$ cat src/rtl/bytetimer_pkg.sv
package bytetimer_pkg;
  // register offsets; the capture and compare pairs keep their fixed layout
  localparam int unsigned ADR_CTRL   = 32'h12;
  localparam int unsigned ADR_STAT   = 32'h13;
  localparam int unsigned ADR_ICR_HI = 32'h14;
  localparam int unsigned ADR_ICR_LO = 32'h15;
  localparam int unsigned ADR_OCR_HI = 32'h16;
  localparam int unsigned ADR_OCR_LO = 32'h17;
  localparam int unsigned ADR_CNT_HI = 32'h18;
  localparam int unsigned ADR_CNT_LO = 32'h19;

  localparam int unsigned IE_BIT   = 6;
  localparam int unsigned FLAG_BIT = 6;

  typedef struct packed {
    logic ctrl_wr;
    logic ocr_hi_wr;
    logic ocr_lo_wr;
    logic stat_rd;
    logic cnt_hi_rd;
    logic cnt_lo_rd;
  } bt_strobe_t;
endpackage

$ cat src/rtl/bt_tick_counter.sv
module bt_tick_counter #(
  parameter int unsigned DIV   = 4,
  parameter int unsigned CNT_W = 16
) (
  input  logic             clk,
  input  logic             rst_n,
  output logic             tick,
  output logic [CNT_W-1:0] cnt_q,
  output logic [CNT_W-1:0] cnt_d
);
  localparam int unsigned PW = (DIV > 2) ? $clog2(DIV) : 1;

  logic [PW-1:0] presc_q, presc_d;

  always_comb begin
    tick    = (presc_q == PW'(DIV - 1));
    presc_d = tick ? '0 : presc_q + 1'b1;
    cnt_d   = tick ? cnt_q + 1'b1 : cnt_q;
  end

  always_ff @(posedge clk or negedge rst_n) begin
    if (!rst_n) begin
      presc_q <= '0;
      cnt_q   <= '0;
    end else begin
      presc_q <= presc_d;
      cnt_q   <= cnt_d;
    end
  end
endmodule

$ cat src/rtl/bt_capture.sv
module bt_capture #(
  parameter int unsigned CNT_W = 16
) (
  input  logic             clk,
  input  logic             rst_n,
  input  logic             pin,
  input  logic [CNT_W-1:0] cnt,
  output logic             cap_rise,
  output logic [CNT_W-1:0] icr_q
);
  logic             s1_q, s2_q, s3_q;
  logic [CNT_W-1:0] icr_d;

  always_comb begin
    cap_rise = s2_q & ~s3_q;
    icr_d    = cap_rise ? cnt : icr_q;
  end

  always_ff @(posedge clk or negedge rst_n) begin
    if (!rst_n) begin
      s1_q <= 1'b0;
      s2_q <= 1'b0;
      s3_q <= 1'b0;
    end else begin
      s1_q <= pin;
      s2_q <= s1_q;
      s3_q <= s2_q;
    end
  end

  // captured value is left alone by reset
  always_ff @(posedge clk) begin
    icr_q <= icr_d;
  end
endmodule

$ cat src/rtl/bt_compare.sv
module bt_compare #(
  parameter int unsigned BYTE_W = 8
) (
  input  logic                clk,
  input  logic                rst_n,
  input  logic                wr_hi,
  input  logic                wr_lo,
  input  logic [BYTE_W-1:0]   wdata,
  input  logic                stat_rd,
  input  logic                tick,
  input  logic [2*BYTE_W-1:0] cnt_d,
  output logic [2*BYTE_W-1:0] ocr_q,
  output logic                flag_q,
  output logic                inhibit_q
);
  localparam int unsigned CNT_W = 2 * BYTE_W;

  logic [CNT_W-1:0] ocr_d;
  logic             flag_d, inhibit_d, arm_q, arm_d, match;

  always_comb begin
    ocr_d = ocr_q;
    if (wr_hi) ocr_d[CNT_W-1:BYTE_W] = wdata;
    if (wr_lo) ocr_d[BYTE_W-1:0]     = wdata;

    inhibit_d = inhibit_q;
    if (wr_hi)      inhibit_d = 1'b1;
    else if (wr_lo) inhibit_d = 1'b0;

    // evaluated only on the step that loads the counter
    match = tick && (cnt_d == ocr_q) && !inhibit_q;

    arm_d = arm_q;
    if (stat_rd && flag_q) arm_d = 1'b1;
    else if (wr_lo)        arm_d = 1'b0;

    flag_d = flag_q;
    if (match)               flag_d = 1'b1;
    else if (wr_lo && arm_q) flag_d = 1'b0;
  end

  always_ff @(posedge clk or negedge rst_n) begin
    if (!rst_n) begin
      inhibit_q <= 1'b0;
      arm_q     <= 1'b0;
    end else begin
      inhibit_q <= inhibit_d;
      arm_q     <= arm_d;
    end
  end

  // compare value and flag survive reset
  always_ff @(posedge clk) begin
    ocr_q  <= ocr_d;
    flag_q <= flag_d;
  end
endmodule

$ cat src/rtl/bytetimer.sv
module bytetimer
  import bytetimer_pkg::*;
#(
  parameter int unsigned BYTE_W    = 8,
  parameter int unsigned PRESC_DIV = 4,
  parameter int unsigned ADDR_W    = 8
) (
  input  logic              clk,
  input  logic              rst_n,
  input  logic [ADDR_W-1:0] bus_addr,
  input  logic              bus_wr,
  input  logic              bus_rd,
  input  logic [BYTE_W-1:0] bus_wdata,
  output logic [BYTE_W-1:0] bus_rdata,
  input  logic              cap_in,
  output logic              cmp_flag,
  output logic              irq
);
  localparam int unsigned CNT_W = 2 * BYTE_W;

  bt_strobe_t        strb;
  logic              tick, cap_rise, ocr_inhibit, wr_ocr_lo;
  logic [CNT_W-1:0]  cnt_q, cnt_d, icr_q, ocr_q;
  logic              ie_q, ie_d, lat_vld_q, lat_vld_d;
  logic [BYTE_W-1:0] lat_q, lat_d;

  function automatic logic hit(input logic [ADDR_W-1:0] a, input int unsigned off);
    return a == ADDR_W'(off);
  endfunction

  always_comb begin
    strb           = '0;
    strb.ctrl_wr   = bus_wr && hit(bus_addr, ADR_CTRL);
    strb.ocr_hi_wr = bus_wr && hit(bus_addr, ADR_OCR_HI);
    strb.ocr_lo_wr = bus_wr && hit(bus_addr, ADR_OCR_LO);
    strb.stat_rd   = bus_rd && hit(bus_addr, ADR_STAT);
    strb.cnt_hi_rd = bus_rd && hit(bus_addr, ADR_CNT_HI);
    strb.cnt_lo_rd = bus_rd && hit(bus_addr, ADR_CNT_LO);
    wr_ocr_lo      = strb.ocr_lo_wr;
  end

  bt_tick_counter #(.DIV(PRESC_DIV), .CNT_W(CNT_W)) u_cnt (
    .clk(clk), .rst_n(rst_n), .tick(tick), .cnt_q(cnt_q), .cnt_d(cnt_d)
  );

  bt_capture #(.CNT_W(CNT_W)) u_cap (
    .clk(clk), .rst_n(rst_n), .pin(cap_in), .cnt(cnt_q),
    .cap_rise(cap_rise), .icr_q(icr_q)
  );

  bt_compare #(.BYTE_W(BYTE_W)) u_cmp (
    .clk(clk), .rst_n(rst_n), .wr_hi(strb.ocr_hi_wr), .wr_lo(strb.ocr_lo_wr),
    .wdata(bus_wdata), .stat_rd(strb.stat_rd), .tick(tick), .cnt_d(cnt_d),
    .ocr_q(ocr_q), .flag_q(cmp_flag), .inhibit_q(ocr_inhibit)
  );

  // enable bit and coherent counter read latch
  always_comb begin
    ie_d = strb.ctrl_wr ? bus_wdata[IE_BIT] : ie_q;
    lat_d     = lat_q;
    lat_vld_d = lat_vld_q;
    if (strb.cnt_hi_rd) begin
      lat_d     = cnt_q[BYTE_W-1:0];
      lat_vld_d = 1'b1;
    end else if (strb.cnt_lo_rd) begin
      lat_vld_d = 1'b0;
    end
  end

  always_ff @(posedge clk or negedge rst_n) begin
    if (!rst_n) begin
      ie_q      <= 1'b0;
      lat_vld_q <= 1'b0;
      lat_q     <= '0;
    end else begin
      ie_q      <= ie_d;
      lat_vld_q <= lat_vld_d;
      lat_q     <= lat_d;
    end
  end

  always_comb begin
    bus_rdata = '0;
    if (bus_rd) begin
      if (hit(bus_addr, ADR_CTRL))        bus_rdata[IE_BIT]   = ie_q;
      else if (hit(bus_addr, ADR_STAT))   bus_rdata[FLAG_BIT] = cmp_flag;
      else if (hit(bus_addr, ADR_ICR_HI)) bus_rdata = icr_q[CNT_W-1:BYTE_W];
      else if (hit(bus_addr, ADR_ICR_LO)) bus_rdata = icr_q[BYTE_W-1:0];
      else if (hit(bus_addr, ADR_OCR_HI)) bus_rdata = ocr_q[CNT_W-1:BYTE_W];
      else if (hit(bus_addr, ADR_OCR_LO)) bus_rdata = ocr_q[BYTE_W-1:0];
      else if (hit(bus_addr, ADR_CNT_HI)) bus_rdata = cnt_q[CNT_W-1:BYTE_W];
      else if (hit(bus_addr, ADR_CNT_LO)) bus_rdata = lat_vld_q ? lat_q : cnt_q[BYTE_W-1:0];
    end
    irq = cmp_flag & ie_q;
  end
endmodule

$ cat config.mk
export PLATFORM = sky130hd
export DESIGN_NAME = bytetimer
export DESIGN_NICKNAME = d
export VERILOG_FILES = /design/src/rtl/bytetimer_pkg.sv /design/src/rtl/bt_tick_counter.sv /design/src/rtl/bt_capture.sv /design/src/rtl/bt_compare.sv /design/src/rtl/bytetimer.sv
export SDC_FILE = /design/constraint.sdc
export NUM_CORES = 1
export LEC_CHECK = 0
export ABC_AREA = 1
export BUFFER_PORTS_ARGS = -buffer_cell sky130_fd_sc_hd__buf_2
export CORE_AREA = 2 2 95 97
export DETAILED_ROUTE_END_ITERATION = 10
export DIE_AREA = 0 0 97 99
export PLACE_DENSITY_LB_ADDON = 0.15
export SKIP_LAST_GASP = 1
export SYNTH_ARGS = -nofsm -noshare
export SYNTH_HDL_FRONTEND = slang
export SYNTH_SLANG_ARGS = --single-unit
$ cat constraint.sdc
create_clock -name clk -period 1.9 [get_ports clk]
set_input_delay 0.475 -clock clk [delete_from_list [all_inputs] [get_ports clk]]
set_output_delay 0.475 -clock clk [all_outputs]
set_load 0.01 [all_outputs]
==> results by group, run 1 <==
Floorplan
  – Core ar.: 8550 µm²
  – Starting Density: 39.4%
  – IO Pins: 31
  – Die Y: 99 µm
  – Row count: 34
  – Die W: 97 µm
  – Die Area: 9600 µm²

Global routing
  – Gr usage total: 20.8%
  – Pin count of the biggest net entering global routing: 34
  – Global route overflow: 0
  – First-pass GRT wire length: 15300 µm
  – Vias in the first global route: 2982
  – Antenna violations before repair: 0

Worst setup path
  – Arrival @ worst endpoint: 1700 ps
  – CP Depth: 8
  – Crit path max-delay family: simple AND/OR/NAND/NOR gates
  – Buffers & Inverters on Critical Path: 2
  – Crit-path slowest cell: or2_4
  – WS Path Type: input pin to output port
  – CP Capture Type: output port
  – CP Max Fanout: 7
  – Worst Setup Start Kind: input pin
  – Worst Path Required: 1420 ps
  – FF-to-FF path depth: 14
  – Critical-path cell list: buf_6 > or2_4 > nor2_4 > nand2_4 > o211ai_1 > o22ai_1 > a21oi_2 > buf_2
  – Critical path's largest stage delay: 260 ps

Yosys
  – Synth Net Count: 432
  – Sequential share of the synthesized area: 53.6%
  – Register bit total from synthesis: 66
  – Yosys top cell by area: edfxtp_1
  – Post-Syn Area: 3370 µm²
  – Top cell type's share of synthesized area: 28.5%
  – Xor/xnor share of the synthesized area: 0.927%
  – Synth area leaders: edfxtp_1 28%, dfrtp_1 24%, nand2_1 14%
  – Largest family of logic cells by synthesized area: simple AND/OR/NAND/NOR gates
  – Simple-gate share of the synthesized area: 27.9%
  – Compound-Gate Fraction of Synth Area: 9.76%
  – Synth Area in Adders: 0.742%
  – Cell count after synthesis: 409
  – Post-synthesis cell type count: 31
  – Syn_area_per_cell: 8.25 µm²
  – Mux share of post-synthesis cell area: 0.334%
  – Synth warnings: 0

Clock tree
  – Clock Path Buffers: 2
  – Sink Count: 66
  – Num CTS Buffers: 9
  – Clock latency on the worst-skew pair: 360 ps
  – H-tree depth: 3
  – CTS clk-pin slew, worst paths: 70 ps
  – CTS tree: built
  – Root Buffer: clkbuf_8
  – CTS Hold Bufs: 0

Timing
  – Final hold violations: 0
  – Min cycle time layout: 2180 ps
  – Slew Viols, Final: 0
  – Max_slew headroom: 67.6%
  – Max Clk Rate: 0.459 GHz
  – Worst hold margin: 157 ps
  – Clock Skew: 10.5 ps
  – Actual slew at the worst max-slew pin: 486 ps
  – PnR worst setup slack: -279 ps
  – RSZ-0062 raised after global routing: true
  – Setup violations, final: 9
  – Tcrit/Tclk final: 115%

Final layout
  – P&R area growth vs syn: 34.8%
  – Most common cell after layout, fill and taps aside: nand2_1
  – Fin cells: 606
  – Layout Nets: 516
  – Most frequent cells in the layout: 112 x nand2_1, 47 x inv_1, 41 x buf_4
  – Diodes inserted: 0
  – Fraction of layout cells with a size suffix above 1: 32.7%

Detailed routing
  – DRT Pass-1 Iters: 5
  – DR vias: 3050
  – Routed Antenna Nets: 0
  – Post-DR vias/cell: 5.03
  – WL/cell: 15.4 µm
  – Post-route DRC: 0
  – Final wirelength: 9320 µm
  – Drt initial violations: 184

Power and ir drop
  – Sw power: 0.705 mW
  – Clock power frac: 41.8%
  – Sequential power share: 52.2%
  – Overall Power: 2.95 mW
  – Peak supply drop: 470 µV
  – Sw Ratio: 23.9%
  – Pwr Density: 649 nW/µm²
  – LEAKAGE: 2.07 nW
  – Combinational Power Share: 6.0%
  – P_int: 2.25 mW

Flow run
  – Max-Cap Viols: 0

Placement
  – RD Place Congestion: 0.867
  – Placed Instances: 577
  – DP Wirelength: 6960 µm
  – Port bufs: 30

Status
  – Status: finished, violations left
  – Failing checks: setup timing

Hold path
  – Hold Path Class: input pin to asynchronous set/reset pin
-- flip-flops by register name, summed over array words and instances (netlist names) --
signal	count
u_cap.s2_q	1
u_cmp.ocr_q	16
u_cnt.cnt_q	16
u_cap.s3_q	1
u_cap.icr_q	16
u_cmp.flag_q	1
ie_q	1
u_cap.s1_q	1
lat_vld_q	1
u_cnt.presc_q	2
u_cmp.inhibit_q	1
lat_q	8
u_cmp.arm_q	1
-- Yosys cell counts, drive strengths merged --
cell type,instances
nor3b,1
dfxtp,1
and2,1
edfxtp,32
nand3b,1
and3,1
nor3,3
nand4,8
nand3,36
mux2,1
xnor3,1
nand2,124
ha,2
dfrtp,33
o21bai,1
a21oi,11
inv,55
o21ai,36
xor2,1
o211ai,5
nor2,40
or2,3
buf,2
clkbuf,3
o22ai,5
o221ai,2
-- layer usage --
metal | track usage, % | wire [µm] | part of all wire (%) | up-vias
met3 | 4.82 | 574 | 6.2 | 20
li1 | - | - | - | 1525
met1 | 28.6 | 4230 | 45 | 1420
met2 | 31.9 | 4230 | 45 | 85
met4 | 8.78 | 284 | 3.0 | 0
met5 | 0 | 0 | 0 | -
-- metrics by stage --
stage                     setup slack [ps]  utilization [%]  setup TNS (ps)  area [µm²]
after CTS                             -287             51.7           -2250        4420
final                                 -279             53.2           -1950        4550
after floorplan                       1.18                -               0        3460
after global routing                  -394             53.2           -2910        4550
after global placement                -348             46.5           -2730        3980
after detailed placement              -376             46.5           -3330        3980
-- kinds of logic (layout without fill, tap and decap cells) --
| group | Yosys count | in the layout |
|---|---|---|
| muxes | 1 | 1 |
| DFF | 66 | 66 |
| buffers and inverters | 60 | 149 |
| adders and majority gates | 2 | 2 |
| xor gates and xnor gates | 2 | 2 |
| AOI/OAI and AO/OA | 60 | 60 |
| and+or+nand+nor | 218 | 218 |
-- layout make-up --
cell class	instances	area [µm²]
Clock buffer	11	174
Clock inverter	5	40.0
Fill cell	786	4010
Inverter	55	230
Multi-Input combinational cell	283	1590
Sequential cell	66	1810
Tap cell	108	135
Timing Repair Buffer	77	557
Timing Repair inverter	1	8.76
-- final timing paths --
path | from | endpoint | slack [ps]
max in group asynchronous | rst_n | lat_vld_q | 1380
max | bus_addr[1] | bus_rdata[1] | -280
min in group clk | cap_in | u_cap.s1_q | 220
min | rst_n | u_cnt.cnt_q[0] | 160
max reg2reg | u_cnt.cnt_q[1] | u_cmp.flag_q | 0
min reg2reg | u_cap.s1_q | u_cap.s2_q | 350
-- power groups by stage --
stage	Clock [mW]	Combinational (mW)	Sequential, mW
2_1_floorplan	0	0.0572	1.56
3_3_place_gp	0	0.126	1.57
3_5_place_dp	0	0.127	1.57
4_1_cts	1.26	0.166	1.54
5_1_grt	1.32	0.196	1.54
6_report	1.23	0.177	1.54
-- what timing repair did --
action / CTS / global route
resized for setup: 51 / 36
pin swaps: 25 / 24
cloned: 1 / 0
buffers inserted: 10 / 5
endpoints found under the setup margin: 8 / 10
(Power assumes the default switching activity.)
==> inputs of run 2 (changes only) <==
Settings changed: PLACE_DENSITY from default to 0.59, PLACE_DENSITY_LB_ADDON 0.15 to default.
==> results by group, run 2 (synthesis results as in run 1) <==
Final layout
  – Most frequent cells in the layout: 116 x nand2_1, 46 x inv_1, 37 x buf_4 (was 112 x nand2_1, 47 x inv_1, 41 x buf_4)
  – Post-layout util: 51.1% (was 53.2%)
  – Most common cell after layout, fill and taps aside: nand2_1 (unchanged)
  – Diodes inserted: 0 (unchanged)
  – Largest regs: u_cap.icr_q (16), u_cmp.ocr_q (16), u_cnt.cnt_q (16) (unchanged)
  – Fin cells: 599 (was 606)
  – # fillers: 815 (was 786)
  – Layout Nets: 509 (was 516)
  – P&R area growth vs syn: 29.5% (was 34.8%)
  – Fraction of layout cells with a size suffix above 1: 28.5% (was 32.7%)

Worst setup path
  – Arrival @ worst endpoint: 1740 ps (was 1700 ps)
  – CP Capture Type: output port (unchanged)
  – R2r setup slk: 30 ps (was 0 ps)
  – CP Max Fanout: 7 (unchanged)
  – Reg2Reg Launch Point: u_cnt.presc_q[0] (was u_cnt.cnt_q[1])
  – Reg2reg end: u_cmp.flag_q (unchanged)
  – Worst Setup Start Kind: input pin (unchanged)
  – FF-to-FF path depth: 14 (unchanged)
  – WS Path Type: input pin to output port (unchanged)
  – Worst Path Required: 1420 ps (about the same)

Timing
  – Min cycle time layout: 2210 ps (was 2180 ps)
  – Max_slew headroom: 68.4% (was 67.6%)
  – Setup violations, final: 8 (was 9)
  – Worst hold margin: 168 ps (was 157 ps)
  – Tcrit/Tclk final: 116% (was 115%)
  – Setup TNS Final: -2210 ps (was -1950 ps)
  – Final hold violations: 0 (unchanged)
  – Max Clk Rate: 0.452 GHz (was 0.459 GHz)
  – Clock Skew: 9.76 ps (was 10.5 ps)
  – RSZ-0062 raised after global routing: true (unchanged)
  – Slew Viols, Final: 0 (unchanged)
  – PnR worst setup slack: -313 ps (was -279 ps)
  – Actual slew at the worst max-slew pin: 475 ps (was 486 ps)

Detailed routing
  – Post-DR vias/cell: 5.01 (was 5.03)
  – Post-route DRC: 0 (unchanged)
  – WL/cell: 15.7 µm (was 15.4 µm)
  – DR vias: 3000 (was 3050)
  – DRT Pass-1 Iters: 4 (was 5)
  – Drt initial violations: 197 (was 184)
  – Final wirelength: 9390 µm (was 9320 µm)
  – Routed Antenna Nets: 0 (unchanged)

Global routing
  – GR Util met3: 4.89% (was 4.82%)
  – GRT met1 Usage: 26.9% (was 28.6%)
  – Pin count of the biggest net entering global routing: 34 (unchanged)
  – Global route overflow: 0 (unchanged)
  – First-pass GRT wire length: 15400 µm (was 15300 µm)
  – Gr usage total: 21.0% (was 20.8%)
  – Vias in the first global route: 3111 (was 2982)
  – Met2 usage: 33.5% (was 31.9%)
  – Antenna violations before repair: 0 (unchanged)
  – Busiest layer in global routing: met2 (unchanged)

Power and ir drop
  – Overall Power: 2.82 mW (was 2.95 mW)
  – LEAKAGE: 2.02 nW (was 2.07 nW)
  – Pwr Density: 645 nW/µm² (was 649 nW/µm²)
  – Peak supply drop: 525 µV (was 470 µV)

Clock tree
  – CTS tree: built (unchanged)
  – H-tree depth: 3 (unchanged)
  – Sink Count: 66 (unchanged)
  – Num CTS Buffers: 9 (unchanged)
  – CTS Hold Bufs: 0 (unchanged)
  – CTS clk-pin slew, worst paths: 70 ps (about the same)
  – Clock latency on the worst-skew pair: 340 ps (was 360 ps)
  – Root Buffer: clkbuf_8 (unchanged)
  – Clock Path Buffers: 2 (unchanged)

Hold path
  – Hold Path Class: input pin to asynchronous set/reset pin (unchanged)

Status
  – Status: finished, violations left (unchanged)
  – Failing checks: setup timing (unchanged)

Placement
  – Port bufs: 30 (unchanged)
  – Placed Instances: 573 (was 577)
  – RD Place Congestion: 0.895 (was 0.867)
  – DP Wirelength: 6980 µm (was 6960 µm)

Floorplan
  – Core ar.: 8550 µm² (unchanged)
  – Die Area: 9600 µm² (unchanged)
  – Die W: 97 µm (unchanged)
  – Row count: 34 (unchanged)
  – Die Y: 99 µm (unchanged)
  – Starting Density: 39.4% (unchanged)
  – IO Pins: 31 (unchanged)

Flow run
  – Max-Cap Viols: 0 (unchanged)
==> run 2: changes by cell type in the layout (fill, tap and decap cells not counted), sizes merged <==
| cell | change |
|---|---|
| clkinv | +1 |
| buf | -6 |
| clkinvlp | -1 |
| inv | -2 |
| clkbuf | +1 |
==> run 2: worst max path at each step <==
stage           startpoint            to  slack (ps)
5_1_grt          lat_vld_q  bus_rdata[5]        -380
3_3_place_gp   bus_addr[7]  bus_rdata[3]        -360
4_1_cts        bus_addr[7]  bus_rdata[3]        -300
6_report       bus_addr[2]  bus_rdata[2]        -310
2_1_floorplan  bus_addr[7]  bus_rdata[4]           1
3_5_place_dp   bus_addr[7]  bus_rdata[1]        -370
==> run 2: through the flow <==
| stage | setup WS, ps | instance area, µm² |
|---|---|---|
| 2_1_floorplan | 1.18 | 3460 |
| 3_3_place_gp | -355 | 3960 |
| 3_5_place_dp | -366 | 3960 |
| 4_1_cts | -298 | 4200 |
| 5_1_grt | -378 | 4370 |
| 6_report | -313 | 4370 |
==> run 2: power breakdown <==
group | switching [mW] | internal [mW] | total, mW
Clock | 0.536 | 0.576 | 1.11
Combinational | 0.0954 | 0.0688 | 0.164
Sequential | 0.0138 | 1.53 | 1.54
==> run 2: worst max-delay path, stage by stage <==
cell	delay (ps)
buf_2	120
or2_4	250
nor2_4	120
nand2_2	80
inv_4	100
buf_4	120
nand2_4	40
o221ai_2	60
nor2_2	70
a21oi_2	140
buf_2	140
==> run 2: repair_timing <==
| action | CTS | global route |
|---|---|---|
| resized for setup | 17 | 38 |
| pin swaps | 2 | 17 |
| buffers inserted | 3 | 7 |
| endpoints found under the setup margin | 9 | 9 |
==> run 2: layer usage <==
layer	share of wire, %	vias to the layer above	wire (µm)
met5	0	-	0
met4	2.7	0	255
met3	4.7	24	438
met2	47	78	4420
met1	46	1390	4280
li1	-	1508	-
==> run 2: layout make-up <==
class                   count  area, µm²  area share, %
flip-flops and latches     66       1810           41.4
repair buffers             71        510           11.7
multi-input cells         283       1510           34.5
well taps                 108        135           3.09
inverters                  55        216           4.96
clock buffers              12        165           3.78
clock inverters             4       23.8          0.544
